[config.mk]
export PLATFORM = sky130hd
export DESIGN_NAME = qdb_err_ctl
export DESIGN_NICKNAME = d
export VERILOG_FILES = /design/src/rtl/qdb_pkg.sv /design/src/rtl/qdb_counter.sv /design/src/rtl/qdb_irq_regs.sv /design/src/rtl/qdb_qena.sv /design/src/rtl/qdb_err_ctl.sv
export SDC_FILE = /design/constraint.sdc
export NUM_CORES = 1
export LEC_CHECK = 0
export CORE_UTILIZATION = 25
export CTS_CLUSTER_SIZE = 10
export DETAILED_ROUTE_END_ITERATION = 10
export GPL_ROUTABILITY_DRIVEN = 1
export HOLD_SLACK_MARGIN = 0.15
export PLACE_DENSITY_LB_ADDON = 0.3
export SYNTH_ARGS = -nofsm -noshare
export SYNTH_HDL_FRONTEND = slang
export SYNTH_SLANG_ARGS = --single-unit
[constraint.sdc]
create_clock -name clk -period 5.5 [get_ports clk]
set_input_delay 1.1 -clock clk [delete_from_list [all_inputs] [get_ports clk]]
set_output_delay 1.1 -clock clk [all_outputs]
set_load 0.1 [all_outputs]
[src/rtl/qdb_pkg.sv]
package qdb_pkg;
  localparam int unsigned NCAUSE = 5;

  localparam int unsigned C_MBOX = 0;
  localparam int unsigned C_DOVF = 1;
  localparam int unsigned C_IRD  = 2;
  localparam int unsigned C_RWR  = 3;
  localparam int unsigned C_SWE  = 4;

  typedef logic [NCAUSE-1:0] cause_t;

  typedef enum logic [2:0] {
    A_DBELL  = 3'd0,
    A_STAT   = 3'd1,
    A_INJECT = 3'd2,
    A_EN_SET = 3'd3,
    A_EN_CLR = 3'd4,
    A_QCTL   = 3'd5
  } reg_addr_e;
endpackage

[src/rtl/qdb_counter.sv]
module qdb_counter #(
  parameter int unsigned CNT_W = 20,
  parameter int unsigned STEP  = 8
) (
  input  logic             clk,
  input  logic             rst,
  input  logic             add_vld,
  input  logic [CNT_W-1:0] add_val,
  input  logic             dec,
  output logic [CNT_W-1:0] cnt,
  output logic             carry
);
  logic [CNT_W:0]   sum;
  logic [CNT_W-1:0] nxt;
  logic             dec_ok;

  always_comb begin
    sum    = {1'b0, cnt} + (add_vld ? {1'b0, add_val} : '0);
    carry  = sum[CNT_W];
    dec_ok = dec && (cnt >= CNT_W'(STEP));
    nxt    = sum[CNT_W-1:0] - (dec_ok ? CNT_W'(STEP) : '0);
  end

  always_ff @(posedge clk) begin
    if (rst) cnt <= '0;
    else     cnt <= nxt;
  end
endmodule

[src/rtl/qdb_irq_regs.sv]
module qdb_irq_regs
  import qdb_pkg::*;
(
  input  logic   clk,
  input  logic   rst,
  input  cause_t raise,
  input  cause_t clr,
  input  cause_t en_set,
  input  cause_t en_clr,
  output cause_t stat,
  output cause_t en,
  output logic   irq
);
  cause_t stat_n, en_n;

  for (genvar i = 0; i < NCAUSE; i++) begin : g_bit
    always_comb begin
      stat_n[i] = raise[i] | (stat[i] & ~clr[i]);
      en_n[i]   = en_set[i] | (en[i] & ~en_clr[i]);
    end
    always_ff @(posedge clk) begin
      if (rst) begin
        stat[i] <= 1'b0;
        en[i]   <= 1'b0;
      end else begin
        stat[i] <= stat_n[i];
        en[i]   <= en_n[i];
      end
    end
  end

  always_ff @(posedge clk) begin
    if (rst) irq <= 1'b0;
    else     irq <= |(stat_n & en_n);
  end
endmodule

[src/rtl/qdb_qena.sv]
module qdb_qena (
  input  logic clk,
  input  logic rst,
  input  logic ctl_wr,
  input  logic ena_w,
  input  logic ce_w,
  input  logic fault,
  output logic q_ena,
  output logic cont_err
);
  always_ff @(posedge clk) begin
    if (rst) begin
      q_ena    <= 1'b0;
      cont_err <= 1'b0;
    end else begin
      if (ctl_wr) cont_err <= ce_w;
      if (fault && !cont_err) q_ena <= 1'b0;
      else if (ctl_wr)        q_ena <= ena_w;
    end
  end
endmodule

[src/rtl/qdb_err_ctl.sv]
module qdb_err_ctl
  import qdb_pkg::*;
#(
  parameter int unsigned CNT_W      = 20,
  parameter int unsigned INST_WORDS = 8
) (
  input  logic             clk,
  input  logic             rst,
  input  logic             reg_wr,
  input  logic             reg_rd,
  input  logic [2:0]       reg_addr,
  input  logic [CNT_W-1:0] reg_wdata,
  output logic [CNT_W-1:0] reg_rdata,
  input  logic             ev_sw_err,
  input  logic             ev_res_wr_err,
  input  logic             ev_ins_rd_err,
  input  logic             ev_mbox_wr,
  input  logic             fetch_dec,
  output logic             q_ena,
  output logic [CNT_W-1:0] pend_cnt,
  output logic             irq
);
  localparam int unsigned ALIGN_W = $clog2(INST_WORDS);

  logic   wr_db, wr_stat, wr_inj, wr_ens, wr_enc, wr_ctl;
  logic   db_ok, db_bad, carry, fault, cont_err_q;
  cause_t raise, clr, inj, ens, enc, stat, en;

  always_comb begin
    wr_db   = reg_wr && (reg_addr == A_DBELL);
    wr_stat = reg_wr && (reg_addr == A_STAT);
    wr_inj  = reg_wr && (reg_addr == A_INJECT);
    wr_ens  = reg_wr && (reg_addr == A_EN_SET);
    wr_enc  = reg_wr && (reg_addr == A_EN_CLR);
    wr_ctl  = reg_wr && (reg_addr == A_QCTL);
    db_bad  = wr_db && (reg_wdata[ALIGN_W-1:0] != '0);
    db_ok   = wr_db && !db_bad;
    clr     = wr_stat ? reg_wdata[NCAUSE-1:0] : '0;
    inj     = wr_inj  ? reg_wdata[NCAUSE-1:0] : '0;
    ens     = wr_ens  ? reg_wdata[NCAUSE-1:0] : '0;
    enc     = wr_enc  ? reg_wdata[NCAUSE-1:0] : '0;
    raise          = inj;
    raise[C_SWE]   = inj[C_SWE]  | ev_sw_err | db_bad;
    raise[C_RWR]   = inj[C_RWR]  | ev_res_wr_err;
    raise[C_IRD]   = inj[C_IRD]  | ev_ins_rd_err;
    raise[C_DOVF]  = inj[C_DOVF] | carry;
    raise[C_MBOX]  = inj[C_MBOX] | ev_mbox_wr;
    fault = raise[C_RWR] | raise[C_IRD] | raise[C_DOVF];
  end

  qdb_counter #(.CNT_W(CNT_W), .STEP(INST_WORDS)) u_cnt (
    .clk(clk), .rst(rst), .add_vld(db_ok), .add_val(reg_wdata),
    .dec(fetch_dec), .cnt(pend_cnt), .carry(carry)
  );

  qdb_irq_regs u_irq (
    .clk(clk), .rst(rst), .raise(raise), .clr(clr),
    .en_set(ens), .en_clr(enc), .stat(stat), .en(en), .irq(irq)
  );

  qdb_qena u_qena (
    .clk(clk), .rst(rst), .ctl_wr(wr_ctl), .ena_w(reg_wdata[0]),
    .ce_w(reg_wdata[1]), .fault(fault), .q_ena(q_ena), .cont_err(cont_err_q)
  );

  always_ff @(posedge clk) begin
    if (rst) reg_rdata <= '0;
    else if (reg_rd) begin
      case (reg_addr)
        A_DBELL:            reg_rdata <= pend_cnt;
        A_STAT, A_INJECT:   reg_rdata <= CNT_W'(stat);
        A_EN_SET, A_EN_CLR: reg_rdata <= CNT_W'(en);
        A_QCTL:             reg_rdata <= CNT_W'({cont_err_q, q_ena});
        default:            reg_rdata <= '0;
      endcase
    end
  end
endmodule

==> impl_metrics.toml, run 1 <==
[layout]
synthToLayoutAreaGrowth_pct = 32.9
drive_above_1_share_pct = 5.65
antenna_cells = 0
finalInstanceArea_sq_mm = 0.00456
fin_nets = 567

[worst_setup_path]
setup.worst_path.end = "u_qena.q_ena"
crit_path_start = "reg_wr"
path_cells = "clkdlybuf4s50_1 > nand2b_1 > or3_1 > nor4_2 > buf_4 > and2_1 > ha_1 > o211ai_2 > a21oi_1 > o31a_1 > a311o_1 > a31oi_1 > nor2b_1 > o21a_1 > or4b_1 > a221oi_2"
critical_path.max_fanout = 17
critPathRequiredTime_ns = 5.71
path_buf_inv = 2
arrival_ns = 5.16
end_kind = "flop"
worstSetupStartpointType = "primary input"
path_depth = 16
max_stage_delay_ns = 0.55
rrSetupSlack_ns = 2.42
worstSetupPathType = "primary input to flop"
r2r_start = "u_cnt.cnt[3]"
critPathTopFamily = "compound AO/OA/AOI/OAI gates"
r2r_end = "u_qena.q_ena"
r2r_cells = 10
slowest_stage = "clkdlybuf4s50_1"

[routing]
antenna_left = 0
vias = 3392
avgRoutedWirePerCell_microns = 15.4
dr.pass1.iters = 4
routed_wl_microns = 10600
drc = 0
avgViaCountPerCell = 4.92
drt_iter0_drc = 227

[status]
status = "finished, final reports clean"

[logic_synthesis]
synth-main-ff-cell = "dfxtp_1"
synth.most_common_cell = "nor2_1"
avgSynthCellArea_sq_um = 7.86
ys_top_cells_by_area = "dfxtp_1, ha_1, a21oi_1, nor2_1, xnor2_1"
syn_inst = 437
ys_seq_area_share_pct = 30.9
yosys_warnings = 0
syn_area_sq_mm = 0.00343
ys_seq_elements = 53
async_flop_share_pct = 0
netlist.area_leader.share_pct = 30.9
ys_types = 56
synth_edf_count = 0
synth_commonest_cells = "nor2_1, dfxtp_1, a21oi_1"
yosysTopAreaCell = "dfxtp_1"

[placement]
placed_cell_area_sq_mm = 0.00441
gp_congestion = 0.904
place_ws_ns = 0.275
hpwlAfterDp_microns = 8080
port-buffer-count = 73

[cts]
cts.clk_slew.worst_paths_ns = 0.07
post_cts_resize_count = 0
post_cts_buffers = 0
clockBufferDepth = 2
cts-root-buf = "clkbuf_16"
clock_latency_ns = 0.30
numCtsBuffers = 5
htreeDepth = 2
tritoncts = "built"
cts.sinks = 53
holdBufCountCts = 0

[grt]
antenna_found_initial = 0
overflow = 0
track_usage_pct = 15.6
first_global_vias = 3409
grt_max_degree = 53
grt_pass1_wl_microns = 17500

[die]
coreArea_sq_mm = 0.0133
ioPinCount = 74
fp.dieW_microns = 119
die_y_microns = 119
die_area_sq_mm = 0.0142
initial_core_util_pct = 25.8
rows = 42

[sta]
period_share_pct = 90.0
clock_skew_ns = 0.00639
worst_pin_slew_ns = 1.05
period_needed_ns = 4.95
finalSetupViolCount = 0
finalSetupTns_ns = 0
rsz0062_at_grt = "false"
max_freq_ghz = 0.202
report.final.slew_viol_count = 0
hold_violations = 0
worst_slack_ns = 0.551
timing.slew.headroom_pct = 30.1

[power_and_ir_drop]
p_leak_nw = 1.72
peakVddDrop_uv = 342
power_mw = 2.06
power.density_mw_per_mm2 = 451

[worst_hold_path]
worstHoldStart = "reg_rdata[3]"
hp-class = "flop to flop"

[run]
maxCapViolCount = 0
-- state kept, by name, indices dropped and copies added, names as in the netlist --
| name | count |
|---|---|
| reg_rdata | 20 |
| u_irq.irq | 1 |
| u_qena.cont_err | 1 |
| u_qena.q_ena | 1 |
| u_cnt.cnt | 20 |
| u_irq.en | 5 |
| u_irq.stat | 5 |
-- kinds of logic (layout without fill, tap and decap cells) --
logic type,after synthesis,after routing,synth area share [%]
AO/OA/AOI/OAI,112,112,21.5
XOR/XNOR,26,26,6.85
adder cells (fa/ha/maj),23,23,8.60
buffers and inverters,25,99,2.73
flip-flops,53,53,30.9
multiplexers,3,3,0.875
other,2,4,0.219
AND/OR/NAND/NOR,193,193,28.3
-- where the power goes --
group / switching [mW] / leakage (nW) / total (mW) / internal (mW)
Clock: 0.144 / 0.0799 / 0.337 / 0.193
Combinational: 0.820 / 1.21 / 1.18 / 0.360
Sequential: 0.0921 / 0.433 / 0.542 / 0.450
-- layout make-up --
cell class / instances / area [sq um]
Clock buffer: 7 / 153
Clock inverter: 1 / 5.00
Fill cell: 1384 / 8730
Inverter: 9 / 33.8
Multi-Input combinational cell: 361 / 2300
Sequential cell: 53 / 1060
Tap cell: 176 / 220
Timing Repair Buffer: 82 / 793
-- metrics by stage --
step,util [%],hold slack [ns],instances
3_5_place_dp,33.1,0.479,681
3_3_place_gp,33.1,0.475,681
2_1_floorplan,-,0.449,439
6_report,34.3,0.485,689
4_1_cts,34.3,0.489,689
5_1_grt,34.3,0.517,689
-- layout by cell type, fill, tap and decap left out, types with 4 or more instances in the layout --
| cell | n |
|---|---|
| a211oi_1 | 8 |
| a21oi_1 | 48 |
| a221oi_1 | 4 |
| a22oi_1 | 6 |
| a31oi_1 | 5 |
| and2_1 | 18 |
| buf_4 | 9 |
| clkbuf_16 | 5 |
| clkdlybuf4s50_1 | 72 |
| conb_1 | 4 |
| dfxtp_1 | 53 |
| ha_1 | 22 |
| inv_1 | 9 |
| nand2_1 | 36 |
| nand2b_1 | 5 |
| nand3_1 | 7 |
| nand4_1 | 6 |
| nor2_1 | 60 |
| nor2b_1 | 19 |
| nor3_1 | 12 |
| nor3b_1 | 4 |
| nor4_1 | 7 |
| o211ai_1 | 4 |
| o21a_1 | 6 |
| o21ai_0 | 8 |
| or3_1 | 4 |
| xnor2_1 | 19 |
| xor2_1 | 6 |
-- how the worst min path moves through the flow --
| stage | slack [ns] | cells past startpoint | endpoint |
|---|---|---|---|
| 6_report | 0.49 | 2 | reg_rdata[3] |
| 4_1_cts | 0.49 | 2 | reg_rdata[3] |
| 5_1_grt | 0.52 | 2 | reg_rdata[1] |
| 2_1_floorplan | 0.45 | 2 | u_qena.cont_err |
| 3_3_place_gp | 0.48 | 2 | reg_rdata[0] |
| 3_5_place_dp | 0.48 | 2 | reg_rdata[3] |
-- tightest hold or removal path, stage by stage, from the launching register on --
cell and delay, ns:
dfxtp_1 0.31, nor2_1 0.08, a211oi_1 0.05
-- metal layers --
layer	up-vias	share of wire [%]	GRT usage (%)	wire, microns
li1	1711	-	-	-
met1	1567	47	20.6	4980
met2	99	46	25.3	4870
met3	15	5.6	3.54	597
met4	0	1.8	4.59	188
met5	-	0	0	0
Power figures use the tool's default switching activity.
==> run 2: changes to the inputs <==
--- a/config.mk
+++ b/config.mk
@@ -5,6 +5,7 @@
 export SDC_FILE = /design/constraint.sdc
 export NUM_CORES = 1
 export LEC_CHECK = 0
+export CAP_MARGIN = 20
 export CORE_UTILIZATION = 25
 export CTS_CLUSTER_SIZE = 10
 export DETAILED_ROUTE_END_ITERATION = 10
==> results of run 2 <==
The final DEF is identical to that of run 1; final timing and power are the same.
==> run 3: changes to the inputs <==
--- a/config.mk
+++ b/config.mk
@@ -6,6 +6,7 @@
 export NUM_CORES = 1
 export LEC_CHECK = 0
 export CAP_MARGIN = 20
+export CORE_ASPECT_RATIO = 2
 export CORE_UTILIZATION = 25
 export CTS_CLUSTER_SIZE = 10
 export DETAILED_ROUTE_END_ITERATION = 10
==> impl_metrics.toml, run 3 (synthesis gave the netlist of run 1 again) <==
[status]
status = "complete, but fails checks"
violations = "DRC"

[layout]
layout_common_cells = "clkdlybuf4s50_1, nor2_1, dfxtp_1, a21oi_1, nand2_1"
regArea_sq_mm = 0.00106
finalInstanceArea_sq_mm = 0.00460
synthToLayoutAreaGrowth_pct = 34.1
n_fill_cell = 1397
multi_input_area_sq_mm = 0.00231
final_common_cell = "clkdlybuf4s50_1"
reg_top3 = "reg_rdata x20, u_cnt.cnt x20"
drive_above_1_share_pct = 6.74
final_core_util_pct = 34.3
fin_nets = 573
antenna_cells = 0
stdcell_count = 674

[sta]
period_needed_ns = 4.99
timing.slew.headroom_pct = 32.3
period_share_pct = 90.8
worst_slack_ns = 0.506
finalSetupViolCount = 0
hold_violations = 0
finalHoldWorstSlack_ns = 0.483
clock_skew_ns = 0.00580
max_freq_ghz = 0.200
worst_pin_slew_ns = 1.01
finalSetupTns_ns = 0
rsz0062_at_grt = "false"
report.final.slew_viol_count = 0

[routing]
drt_iter0_drc = 159
avgRoutedWirePerCell_microns = 17.4
routed_wl_microns = 11700
dr.pass1.iters = 9
avgViaCountPerCell = 5.22
drc = 11
antenna_left = 0
vias = 3521

[worst_setup_path]
max_stage_delay_ns = 0.56
critical_path.max_fanout = 8
critPathTopFamily = "simple AND/OR/NAND/NOR gates"
worstSetupStartpointType = "primary input"
crit_top_cell = "a21oi_1"
worstSetupPathType = "primary input to flop"
critPathRequiredTime_ns = 5.73
slowest_stage = "clkdlybuf4s50_1"
path_cells = "clkdlybuf4s50_1 > nand2b_1 > or3_1 > nor4_4 > buf_4 > and2_1 > ha_1 > nand4_1 > or2_2 > o221ai_1 > a21oi_1 > xnor2_1 > nor3_1 > nand2_1 > or4_1 > a21oi_1"
arrival_ns = 5.22
path_buf_inv = 2
end_kind = "flop"

[cts]
clock_latency_ns = 0.30
cts.clk_slew.worst_paths_ns = 0.07
clockBufferDepth = 2
htreeDepth = 2
cts.sinks = 53
cts-root-buf = "clkbuf_16"
tritoncts = "built"
numCtsBuffers = 5
holdBufCountCts = 0

[power_and_ir_drop]
power.density_mw_per_mm2 = 462
power_mw = 2.13
peakVddDrop_uv = 215
p_leak_nw = 1.76

[placement]
port-buffer-count = 73
placed_cell_area_sq_mm = 0.00443
hpwlAfterDp_microns = 9260
place_ws_ns = 0.120
place_inst = 666
gp_congestion = 0.974

[die]
ioPinCount = 74
coreArea_sq_mm = 0.0134
die_y_microns = 168
rows = 60
die_area_sq_mm = 0.0142
fp.dieW_microns = 84.9
initial_core_util_pct = 25.5

[grt]
overflow = 0
first_global_vias = 3466
grt_max_degree = 32
antenna_found_initial = 0
grt_pass1_wl_microns = 18100
track_usage_pct = 16.6

[run]
maxCapViolCount = 0

[worst_hold_path]
hp-class = "flop to flop"
==> run 3: worst reg2reg max path, cell delays in order, from the launching register on <==
cell and delay (ns):
dfxtp_1 0.46, ha_1 0.33, o211ai_2 0.16, a21oi_1 0.09, o31a_1 0.36, a31oi_1 0.33, xnor2_1 0.17, nor3_1 0.42
nand2_1 0.19, or4_1 0.42, a21oi_1 0.16
==> run 3: what timing repair did <==
action | CTS | global route
resized for setup | 0 | 1
endpoints found under the setup margin | 0 | 1
buffers inserted | 0 | 0
==> run 3: report_power, final <==
group	switching (mW)	internal [mW]	total, mW
registers	0.0993	0.450	0.549
clock network	0.155	0.216	0.371
logic	0.835	0.373	1.21
total	1.09	1.04	2.13
==> run 3: final timing paths <==
check | start | end | slack, ns | cells past startpoint
worst max-delay path | reg_wr | u_cnt.cnt[18] | 0.51 | 16
worst min-delay path | reg_rdata[1] | reg_rdata[1] | 0.48 | 2
worst max register to register | u_cnt.cnt[3] | u_cnt.cnt[18] | 2.34 | 10
worst min register to register | reg_rdata[1] | reg_rdata[1] | 0.48 | 2
==> run 3: cell type report <==
class                      count  share of cell area [%]
sequential                    53                    23.0
tap                          155                    4.21
inverter                       9                   0.734
clock inverter                 3                   0.951
multi-input combinational    361                    50.1
clock buffer                   5                    2.72
timing repair buffer          88                    18.2
==> run 3: per-layer routing <==
metal	vias up	routed length (microns)	track usage, %
li1	1719	-	-
met1	1654	4220	16.0
met2	112	6420	32.7
met3	36	416	2.02
met4	0	681	9.95
met5	-	0	0
